File: src/rtl/quad16_pkg.sv
// quad16_pkg
// Shared encodings of the four-phase core: instruction opcodes and the
// logic-unit operation select. Assumes the fixed 16-bit instruction layout.
package quad16_pkg;

    // register-format opcodes (bits 14:12)
    localparam logic [2:0] ROP_ADD  = 3'd0;
    localparam logic [2:0] ROP_SUB  = 3'd1;
    localparam logic [2:0] ROP_AND  = 3'd2;
    localparam logic [2:0] ROP_OR   = 3'd3;
    localparam logic [2:0] ROP_XOR  = 3'd4;
    localparam logic [2:0] ROP_XNOR = 3'd5;

    // memory-format operations (bits 13:12)
    localparam logic [1:0] MOP_LOAD  = 2'd0;
    localparam logic [1:0] MOP_STORE = 2'd1;

    // immediate-format operations (bits 13:12)
    localparam logic [1:0] IOP_LDI = 2'd0;
    localparam logic [1:0] IOP_BR  = 2'd1;

    typedef enum logic [1:0] {
        LOP_AND,
        LOP_OR,
        LOP_XOR,
        LOP_XNOR
    } lop_e;

endpackage

File: src/rtl/quad16_phase.sv
// quad16_phase
// One-hot phase rotation of the core. Bit 0 is the first phase. The
// rotation advances every cycle unless hold_i is high.
// Assumes hold_i is raised only while a memory request waits.
module quad16_phase #(
    parameter int NPHASE = 4
) (
    input  logic              clk,
    input  logic              rst_n,
    input  logic              hold_i,
    output logic [NPHASE-1:0] phase_o
);

    logic [NPHASE-1:0] phase_q;

    // rotate the one-hot phase, or keep it while frozen
    always_ff @(posedge clk) begin
        if (!rst_n) begin
            phase_q <= NPHASE'(1);
        end else if (!hold_i) begin
            phase_q <= {phase_q[NPHASE-2:0], phase_q[NPHASE-1]};
        end
    end

    assign phase_o = phase_q;

    p_phase_onehot_r2: assert property (@(posedge clk) disable iff (!rst_n)
        $countones(phase_q) == 1)
        else $error("phase vector not one-hot");

    p_phase_hold_r9: assert property (@(posedge clk) disable iff (!rst_n)
        hold_i |=> $stable(phase_q))
        else $error("phase moved during a memory stall");

endmodule

File: src/rtl/quad16_regfile.sv
// quad16_regfile
// General register file: two combinational read ports and one write port.
// All registers clear on reset. The caller arbitrates the single write
// port between result write-back and PC write-back by phase.
module quad16_regfile #(
    parameter int XLEN = 16,
    parameter int NREG = 16,
    localparam int RAW = $clog2(NREG)
) (
    input  logic            clk,
    input  logic            rst_n,
    input  logic [RAW-1:0]  raddr_a,
    output logic [XLEN-1:0] rdata_a,
    input  logic [RAW-1:0]  raddr_b,
    output logic [XLEN-1:0] rdata_b,
    input  logic            we,
    input  logic [RAW-1:0]  waddr,
    input  logic [XLEN-1:0] wdata
);

    logic [XLEN-1:0] regs [NREG];

    for (genvar g = 0; g < NREG; g++) begin : g_reg
        // hold one register; load it when addressed by the write port
        always_ff @(posedge clk) begin
            if (!rst_n) begin
                regs[g] <= '0;
            end else if (we && waddr == RAW'(g)) begin
                regs[g] <= wdata;
            end
        end
    end

    assign rdata_a = regs[raddr_a];
    assign rdata_b = regs[raddr_b];

endmodule

File: src/rtl/quad16_alu.sv
// quad16_alu
// Shared adder (with carry-in, so that subtract uses an inverted operand)
// and the four-function logic unit. Purely combinational.
module quad16_alu
    import quad16_pkg::*;
#(
    parameter int XLEN = 16
) (
    input  logic [XLEN-1:0] a,
    input  logic [XLEN-1:0] b,
    input  logic            cin,
    input  lop_e            lop,
    output logic [XLEN-1:0] sum,
    output logic [XLEN-1:0] lout
);

    // adder shared by PC stepping, arithmetic, addresses and branches
    assign sum = a + b + XLEN'(cin);

    // bitwise unit
    always_comb begin
        unique case (lop)
            LOP_AND:  lout = a & b;
            LOP_OR:   lout = a | b;
            LOP_XOR:  lout = a ^ b;
            default:  lout = ~(a ^ b);
        endcase
    end

endmodule

File: src/rtl/quad16_core.sv
// quad16_core
// Four-phase 16-bit load/store core with r15 as program counter.
//   phase 1: write back previous result, latch instruction, adder: PC + step
//   phase 2: read operand registers
//   phase 3: write back PC (or branch target), run user op / memory access
//   phase 4: read PC for the next fetch
// Assumes imem_data answers imem_addr combinationally. The data memory
// holds the core in phase 3 until dmem_ready.
module quad16_core
    import quad16_pkg::*;
#(
    parameter int XLEN    = 16,
    parameter int NREG    = 16,
    parameter int ILEN    = 16,
    parameter int PC_STEP = 2
) (
    input  logic            clk,
    input  logic            rst_n,
    output logic [XLEN-1:0] imem_addr,
    input  logic [ILEN-1:0] imem_data,
    output logic            dmem_valid,
    output logic            dmem_we,
    output logic [XLEN-1:0] dmem_addr,
    output logic [XLEN-1:0] dmem_wdata,
    input  logic            dmem_ready,
    input  logic [XLEN-1:0] dmem_rdata
);

    localparam int NPHASE = 4;
    localparam int RAW    = $clog2(NREG);
    localparam logic [RAW-1:0] PC_REG = RAW'(NREG - 1);

    logic [NPHASE-1:0] phase;
    logic              stall, adv3;
    logic [ILEN-1:0]   ir_q;
    logic [XLEN-1:0]   pc_q, pc_inc_q, opa_q, opb_q, res_q;
    logic              wb_en_q;
    logic [RAW-1:0]    wb_rd_q;

    // decoded fields of the latched instruction
    logic [2:0]      rop;
    logic [1:0]      sop;
    logic [RAW-1:0]  f_rd, f_ra, f_rb;
    logic            is_reg, is_ls, is_imm, is_load, is_store, is_ldi, is_br, is_alu, memop;
    logic [XLEN-1:0] imm4_z, imm8_z, br_off;

    assign rop      = ir_q[14:12];
    assign sop      = ir_q[13:12];
    assign f_rd     = ir_q[11:8];
    assign f_ra     = ir_q[7:4];
    assign f_rb     = ir_q[3:0];
    assign is_reg   = ~ir_q[15];
    assign is_ls    = ir_q[15:14] == 2'b10;
    assign is_imm   = ir_q[15:14] == 2'b11;
    assign is_load  = is_ls && sop == MOP_LOAD;
    assign is_store = is_ls && sop == MOP_STORE;
    assign is_ldi   = is_imm && sop == IOP_LDI;
    assign is_br    = is_imm && sop == IOP_BR;
    assign is_alu   = is_reg && rop <= ROP_XNOR;
    assign memop    = is_load | is_store;
    assign imm4_z   = {{(XLEN-4){1'b0}}, ir_q[3:0]};
    assign imm8_z   = {{(XLEN-8){1'b0}}, ir_q[7:0]};
    assign br_off   = {{(XLEN-9){ir_q[7]}}, ir_q[7:0], 1'b0};

    assign stall = phase[2] && memop && !dmem_ready;
    assign adv3  = phase[2] && !stall;

    quad16_phase #(.NPHASE(NPHASE)) u_phase (
        .clk    (clk),
        .rst_n  (rst_n),
        .hold_i (stall),
        .phase_o(phase)
    );

    // register file ports
    logic [RAW-1:0]  rf_ra, rf_rb, rf_waddr;
    logic [XLEN-1:0] rf_da, rf_db, rf_wdata;
    logic            rf_we;

    // adder and logic unit ports
    logic [XLEN-1:0] add_a, add_b, sum, lout;
    logic            add_cin;
    lop_e            lop;

    assign rf_ra = phase[3] ? PC_REG : f_ra;
    assign rf_rb = is_store ? f_rd : f_rb;

    quad16_regfile #(.XLEN(XLEN), .NREG(NREG)) u_rf (
        .clk    (clk),
        .rst_n  (rst_n),
        .raddr_a(rf_ra),
        .rdata_a(rf_da),
        .raddr_b(rf_rb),
        .rdata_b(rf_db),
        .we     (rf_we),
        .waddr  (rf_waddr),
        .wdata  (rf_wdata)
    );

    // share the single write port: results in phase 1, PC in phase 3
    always_comb begin
        rf_we    = 1'b0;
        rf_waddr = wb_rd_q;
        rf_wdata = res_q;
        if (phase[0]) begin
            rf_we = wb_en_q && (wb_rd_q != PC_REG);
        end else if (adv3) begin
            rf_we    = 1'b1;
            rf_waddr = PC_REG;
            rf_wdata = is_br ? sum : pc_inc_q;
        end
    end

    // steer the shared adder by phase and instruction kind
    always_comb begin
        add_a   = opa_q;
        add_b   = opb_q;
        add_cin = 1'b0;
        if (phase[0]) begin
            add_a = pc_q;
            add_b = XLEN'(PC_STEP);
        end else if (is_ls) begin
            add_b = imm4_z;
        end else if (is_br) begin
            add_a = pc_inc_q;
            add_b = br_off;
        end else if (is_reg && rop == ROP_SUB) begin
            add_b   = ~opb_q;
            add_cin = 1'b1;
        end
    end

    // map register opcodes to logic-unit functions
    always_comb begin
        unique case (rop)
            ROP_AND: lop = LOP_AND;
            ROP_OR:  lop = LOP_OR;
            ROP_XOR: lop = LOP_XOR;
            default: lop = LOP_XNOR;
        endcase
    end

    quad16_alu #(.XLEN(XLEN)) u_alu (
        .a   (add_a),
        .b   (add_b),
        .cin (add_cin),
        .lop (lop),
        .sum (sum),
        .lout(lout)
    );

    // phase-ordered pipeline registers
    always_ff @(posedge clk) begin
        if (!rst_n) begin
            ir_q     <= '0;
            pc_q     <= '0;
            pc_inc_q <= '0;
            opa_q    <= '0;
            opb_q    <= '0;
            res_q    <= '0;
            wb_en_q  <= 1'b0;
            wb_rd_q  <= '0;
        end else begin
            if (phase[0]) begin
                ir_q     <= imem_data;
                pc_inc_q <= sum;
            end
            if (phase[1]) begin
                opa_q <= rf_da;
                opb_q <= rf_db;
            end
            if (adv3) begin
                wb_en_q <= is_alu | is_ldi | is_load;
                wb_rd_q <= f_rd;
                if (is_load)                            res_q <= dmem_rdata;
                else if (is_ldi)                        res_q <= imm8_z;
                else if (rop == ROP_ADD || rop == ROP_SUB) res_q <= sum;
                else                                    res_q <= lout;
            end
            if (phase[3]) begin
                pc_q <= rf_da;
            end
        end
    end

    assign imem_addr  = pc_q;
    assign dmem_valid = phase[2] && memop;
    assign dmem_we    = phase[2] && is_store;
    assign dmem_addr  = sum;
    assign dmem_wdata = opb_q;

    p_req_stable_r9: assert property (@(posedge clk) disable iff (!rst_n)
        (dmem_valid && !dmem_ready) |=> (dmem_valid && $stable(dmem_addr)
                                        && $stable(dmem_wdata) && $stable(dmem_we)))
        else $error("data request changed while waiting");

    p_pc_step_r2: assert property (@(posedge clk) disable iff (!rst_n)
        (phase[3] && !is_br) |=> pc_q == $past(pc_q) + XLEN'(PC_STEP))
        else $error("sequential PC did not advance by the step");

    p_br_target_r10: assert property (@(posedge clk) disable iff (!rst_n)
        (phase[3] && is_br) |=> pc_q == $past(pc_q) + XLEN'(PC_STEP) + br_off)
        else $error("branch target wrong");

    p_pc_write_phase_r11: assert property (@(posedge clk) disable iff (!rst_n)
        (rf_we && rf_waddr == PC_REG) |-> phase[2])
        else $error("r15 written outside the PC write-back phase");

endmodule

File: config.mk
export PLATFORM = sky130hd
export DESIGN_NAME = quad16_core
export DESIGN_NICKNAME = d
export VERILOG_FILES = /design/src/rtl/quad16_pkg.sv /design/src/rtl/quad16_phase.sv /design/src/rtl/quad16_regfile.sv /design/src/rtl/quad16_alu.sv /design/src/rtl/quad16_core.sv
export SDC_FILE = /design/constraint.sdc
export NUM_CORES = 1
export LEC_CHECK = 0
export BUFFER_PORTS_ARGS = -buffer_cell sky130_fd_sc_hd__buf_4
export CAP_MARGIN = 20
export CORE_MARGIN = 2
export CORE_UTILIZATION = 50
export DETAILED_ROUTE_END_ITERATION = 16
export PLACE_DENSITY = 0.67
export SETUP_SLACK_MARGIN = 0.02
export SLEW_MARGIN = 40
export SYNTH_ARGS = -nofsm -noshare
export SYNTH_HDL_FRONTEND = slang
export SYNTH_SLANG_ARGS = --single-unit
export TNS_END_PERCENT = 30
File: constraint.sdc
create_clock -name clk -period 11.2 [get_ports clk]
set_clock_uncertainty 0.15 [all_clocks]
set_input_delay 1.12 -clock clk [delete_from_list [all_inputs] [get_ports clk]]
set_output_delay 1.12 -clock clk [all_outputs]
set_load 0.1 [all_outputs]
Word level (Yosys, flattened, before mapping):

Memory sizes are Yosys's and may differ from the RTL's. A register that Yosys moved wholly into a read port is not among the register bits.
Index checks and enable logic that the tools add are counted.

* logic and storage cells: 187
* bits in read-only memories: 0
* RAM bits: 256
* memories: 1
* bits in registers: 89
* input bits: 35
* bits in latches: 0

Memories
* u_rf.regs: depth 16, width 16, rd ports 2, clocked after Yosys merged registers in 1, wr ports 16, line quad16_regfile.sv:21 `logic [XLEN-1:0] regs [NREG];`

* multiply operators: 0
* eq/ne operators: 25
* reductions and logical operators: 35
* muxes and demuxes: 90
* $lt $le $gt $ge: 1
* shifts and indexed selects: 0
* divide/modulo/power cells: 0
* bitwise gates (word level): 25
* add/subtract/negate cells: 2

Operators by type and width (number)
* 16-bit two-way mux: 29
* 1-bit two-way mux: 55
* 16-bit one-hot mux with 3 select lines: 1
* 4-bit equality test (second input constant): 8
* 16-bit inverter: 2
* 1-bit logical AND: 27
* 1-bit bitwise OR: 19
* 16-bit by 1-bit adder with 16-bit output: 1
* 16-bit adder: 1
* 16-bit bitwise AND: 1
* 4-bit by 3-bit equality test with 1-bit output (second input constant): 4
* 4-bit two-way mux: 4
* 16-bit bitwise OR: 1
* 16-bit bitwise XOR: 1
* 4-bit by 2-bit equality test with 1-bit output (second input constant): 2
* 2-bit equality test (second input constant): 3
* 3-bit by 2-bit equality test with 1-bit output (second input constant): 2
* 2-bit one-hot mux with 3 select lines: 1
* 2-bit by 1-bit equality test with 1-bit output (second input constant): 2
* 4-bit by 1-bit equality test with 1-bit output (second input constant): 1
* 2-bit zero test: 2
* 4-bit zero test: 1
* 4-bit inequality test (second input constant): 1
* 3-bit by 1-bit equality test with 1-bit output (second input constant): 1
* 6 further kinds: 8

Depth between registers and ports, before layout:

* depth after elaboration: 15
* gate-level depth with buffers: 16
* depth with buffers taken out: 14

Cells and area by module:

Synthesis repeated with hierarchy kept, for this count alone.

* cells, all modules: 1739
* area, all modules: 21111.5 µm²

By module, submodules not included
* quad16_regfile: sequential area each 7687.4 µm², cells an instance 865, area an instance 13583.0 µm², instances 1
* quad16_core: sequential area each 2021.9 µm², cells an instance 618, area an instance 5715.5 µm², instances 1
* quad16_alu: sequential area each 0.0 µm², cells an instance 243, area an instance 1665.3 µm², instances 1
* quad16_phase: sequential area each 80.1 µm², cells an instance 13, area an instance 147.6 µm², instances 1

Worst setup path before layout:

No wires, ideal clock.

* path type: reg2out
* from: register ir_q[13]
* to: output port dmem_addr[13]
* data arrival time: 4.681 ns
* setup slack: 5.249 ns
* buffers on the path: 3
* required time: 9.930 ns
* stages on the path, launching flop included: 16
* cells stage by stage: dfxtp_1 > buf_2 > or2_2 > nor3_2 > buf_2 > xnor2_1 > nand2_1 > o211ai_1 > ha_1 > clkbuf_1 > nand2_1 > a211oi_1 > o211ai_2 > a21oi_1 > nor2_1 > xnor2_1

* longest elaborated chain between the ends: 8

Ends and longest elaborated chain
* start, declared: line quad16_core.sv:35 `logic [ILEN-1:0] ir_q;`
* start signal, assigned: line quad16_core.sv:165 `ir_q <= imem_data;`
* 3-bit by 1-bit equality test with 1-bit output: line quad16_core.sv:127 `end else if (is_reg && rop == ROP_SUB) begin`
* 1-bit logical AND: line quad16_core.sv:127
* 16-bit two-way mux: line quad16_core.sv:127
* 16-bit two-way mux: line quad16_core.sv:124 `end else if (is_br) begin`
* 16-bit two-way mux: line quad16_core.sv:122 `end else if (is_ls) begin`
* 16-bit two-way mux: line quad16_core.sv:119 `if (phase[0]) begin`
* 16-bit adder: line quad16_alu.sv:18 `assign sum = a + b + XLEN'(cin);`
* 16-bit by 1-bit adder with 16-bit output (*): line quad16_alu.sv:18
* end, declared: line quad16_core.sv:23 `output logic [XLEN-1:0] dmem_addr,`

Every way passes the cells marked *; elsewhere a longest branch is shown, timed or not.

Worst setup path after layout:

* from: register ir_q[14]
* to: output port dmem_addr[14]

The elaborated chain is that of the path after synthesis.

==> key figures <==
STA
  – Slew HR: slightly above 40%
  – RSZ-0062 raised after global routing: false
  – Least-Margin Pin Slew: 0.887 ns
  – Fin crit period: around 6.3 ns
  – Slew Limit Fails: 0
  – Period utilization: between 50% and 60%
  – Hold_ws: 0.333 ns
  – Final Hold Viols: 0
  – Setup TNS: 0 ns
  – Fmax: about 160 MHz
  – Final setup violation count: 0

Die
  – Initial Util: around 51%
  – Full die area: about 42000 um2
  – # rows: 73
  – Die Height: 206 um
  – Chip Width: 206 um
  – Area of the core: 39900 um2
  – I/O pin count: 85

Global routing
  – Number of global-route vias before repair: 16900
  – Largest net degree at the start of global routing: 82
  – Initial antenna violation count: 0
  – Overall Global Routing Usage: ~36%
  – First-pass GRT wire length: 110000 um
  – Overflow after GRT: 0

Cells and area
  – Non-Filler Instances: 2681
  – Multi-input logic area: 9680 um2
  – Antenna diodes: 0
  – Nets: 2192
  – Filler Cell Count: 3491
  – Share of cells above drive strength 1: 14.4%
  – Area Growth Syn to Fin: 11.7%
  – Storage cell area: slightly below 10000 um2
  – Post-route cell area: 22700 um2

Detailed routing
  – Routed length per instance: 28.0 um
  – Vias/cell: 6.66
  – DR vias: 17900
  – DRC Markers: 0
  – Antenna violation net count after detailed routing: 0
  – Pre-Repair DR Iteration Count: 5
  – Final WL: 75200 um
  – Starting DRT DRC Count: roughly 2400

Logic synthesis
  – Post-Syn Area per Cell: 9.56 um2
  – Count leader, synth: nor2_1
  – Post-synth ARST share: 0%
  – Post-synth EDFFs: ~260
  – Gate Count Post-Synth: roughly 2100
  – Area fraction in compound gates after synthesis: 16.7%
  – Synth top area cells: edfxtp_1, dfxtp_1, nor2_1, nand2_1, mux2i_1
  – Dominant cell type by area after synthesis: edfxtp_1
  – Multiplexer share of the synthesized area: 9.58%
  – Simple-Gate Fraction of Synth Area: between 10% and 20%
  – Synth cell types: 74
  – Yosys warnings: 0
  – Synth top cells by count: nor2_1, nand2_1, edfxtp_1
  – Synthesized flop and latch total: 361
  – Synth Cell Area: just over 20000 um2
  – Sequential share of the synthesized area: 48.2%
  – Synth Area in Adders: between 2 and 2.5%
  – Share of the synthesized area in the top cell type: 37.8%
  – Syn Nets: 2193
  – Commonest register cell after synthesis: edfxtp_1
  – XOR/XNOR Fraction of Synth Area: 0.819%
  – Largest family of logic cells by synthesized area: simple AND/OR/NAND/NOR gates

Pwr
  – P_sw: 0.00106 W
  – PwrDens: ~150 nW/um2
  – Combinational share of power: between 10% and 20%
  – Clock Power Share: 38.9%
  – Total Power: ~0.0035 W
  – Net Sw Frac: 30.2%
  – Worst vdd ir: 0.143 mV
  – Pleak: 8.05 nW
  – Reg power frac: 43.8%
  – Internal: 0.00245 W

Critical path
  – Crit Path Max Fanout: 40
  – CP endpoint kind: primary output
  – Crit start category: flop
  – WS Path Type: reg2out
  – Crit path DAT: about 5.0 ns
  – Worst Setup SP: ir_q[14]
  – WP data required: 9.93 ns
  – Reg2reg start: ir_q[14]

Placed design
  – Dpl cells: 2605
  – GPL Wtd Cong: 0.954
  – Placed wire-length estimate: a little over 50000 um
  – PortBufs: between 80 and 90
  – Cell Area, Placed: 21300 um2

Hold path
  – HP Class: reg2reg
  – HP Start: opa_q[7]

CTS
  – Inserted Clock Buffers: 41
  – Clk_lat worst skew: 0.59 ns
  – CTS H-tree lvls: 2
  – Post-CTS setup buffers: 0
  – Clock sink total: about 360
  – Buffer depth of the longest clock path: 3
  – Post-cts gate resize count: 0
  – Clock root cell: clkbuf_16
  – CTS tree: yes
  – # hold bufs at CTS: 0
  – Clk slew on worst S/H paths: approximately 0.060 ns

Run status
  – Outcome: finished clean

Run
  – Maxcap violations: 0
==> through the flow <==
step | util (%) | setup slack (ns)
finish | 56.8 | 4.92
global route | 56.8 | 4.66
CTS | 56.7 | 4.77
detailed placement | 53.4 | 5.40
global placement | 53.0 | 5.51
floorplan | - | 5.25
==> final cells by class <==
class | instances | share of cell area, %
multi-input combinational | 1538 | 42.7
sequential | 361 | 43.2
inverter | 50 | 0.827
tap | 525 | 2.90
clock buffer | 61 | 5.13
timing repair buffer | 131 | 4.49
clock inverter | 15 | 0.805
==> layout by cell type, fill, tap and decap left out, drive strengths merged, types with 8 or more instances in the layout <==
cell / netlist / layout
a21o: 17 / 17
nor3: 28 / 28
nor2: 338 / 338
nor2b: 11 / 11
a31oi: 37 / 37
xnor2: 18 / 18
a21oi: 98 / 98
a211o: 17 / 17
o22ai: 14 / 14
clkbuf: 87 / 61
clkinv: 3 / 11
and3: 8 / 8
a221o: 12 / 12
a32oi: 32 / 32
edfxtp: 256 / 256
a22oi: 17 / 17
dfxtp: 105 / 105
a211oi: 26 / 26
nand3: 88 / 88
ha: 32 / 32
a221oi: 43 / 43
inv: 47 / 51
mux2i: 94 / 94
mux4: 33 / 33
o21ai: 111 / 111
o221ai: 8 / 8
mux2: 19 / 19
buf: 88 / 131
a2bb2oi: 20 / 20
nand2: 312 / 312
o211ai: 13 / 13
nand2b: 24 / 24
==> state kept, by name (all words and copies together) (netlist names) <==
register / cells
res_q: 16
wb_rd_q: 4
u_rf.regs: 256
imem_addr: 16
wb_en_q: 1
pc_inc_q: 16
opa_q: 16
dmem_wdata: 16
ir_q: 16
u_phase.phase_o: 4
==> routing by layer <==
metal	part of all wire, %	global-route usage (%)	up-vias	wire [um]
met5	0	0	-	0
met4	4.3	14.0	0	3250
met3	12	7.49	206	8800
met2	45	55.1	1146	33900
met1	39	48.9	8755	29200
li1	-	-	7752	-
==> path summary, 6_finish.rpt <==
path | slack, ns | cells past startpoint | to
worst min-delay path | 0.33 | 2 | opa_q[7]
worst min register to register | 0.33 | 2 | opa_q[7]
worst max register to register | 6.31 | 15 | u_rf.regs[5][6]
worst max-delay path | 4.92 | 15 | dmem_addr[14]
==> critical path, cell delays in order, from the launching register on <==
cell and delay [ns]:
dfxtp_1 0.30, buf_4 0.40, nand2_1 0.20, nor2_4 0.11, buf_4 0.42, mux2i_1 0.13
o21ai_0 0.33, fa_1 0.32, inv_1 0.08, fa_1 0.46, nor2b_1 0.19, o2111ai_1 0.30
a31oi_1 0.32, o2111a_1 0.30, o211a_1 0.20, buf_4 0.29
==> power groups by stage <==
| stage | Clock [W] | Combinational (W) | Sequential (W) |
|---|---|---|---|
| 6_report | 0.00136 | 0.000609 | 0.00154 |
| 5_1_grt | 0.00141 | 0.000640 | 0.00154 |
| 4_1_cts | 0.00137 | 0.000595 | 0.00154 |
| 3_5_place_dp | 0 | 0.000593 | 0.00156 |
| 3_3_place_gp | 0 | 0.000585 | 0.00156 |
| 2_1_floorplan | 0 | 0.000376 | 0.00158 |
==> cell families (layout without fill, tap and decap cells) <==
| logic type | Yosys count | in the layout |
|---|---|---|
| compound gates | 497 | 497 |
| xor+xnor | 19 | 19 |
| fa+ha+maj | 34 | 34 |
| buf+inv | 225 | 257 |
| flops | 361 | 361 |
| mux | 146 | 146 |
| simple gates | 842 | 842 |
Note: power is estimated with default switching activity, not from simulation.
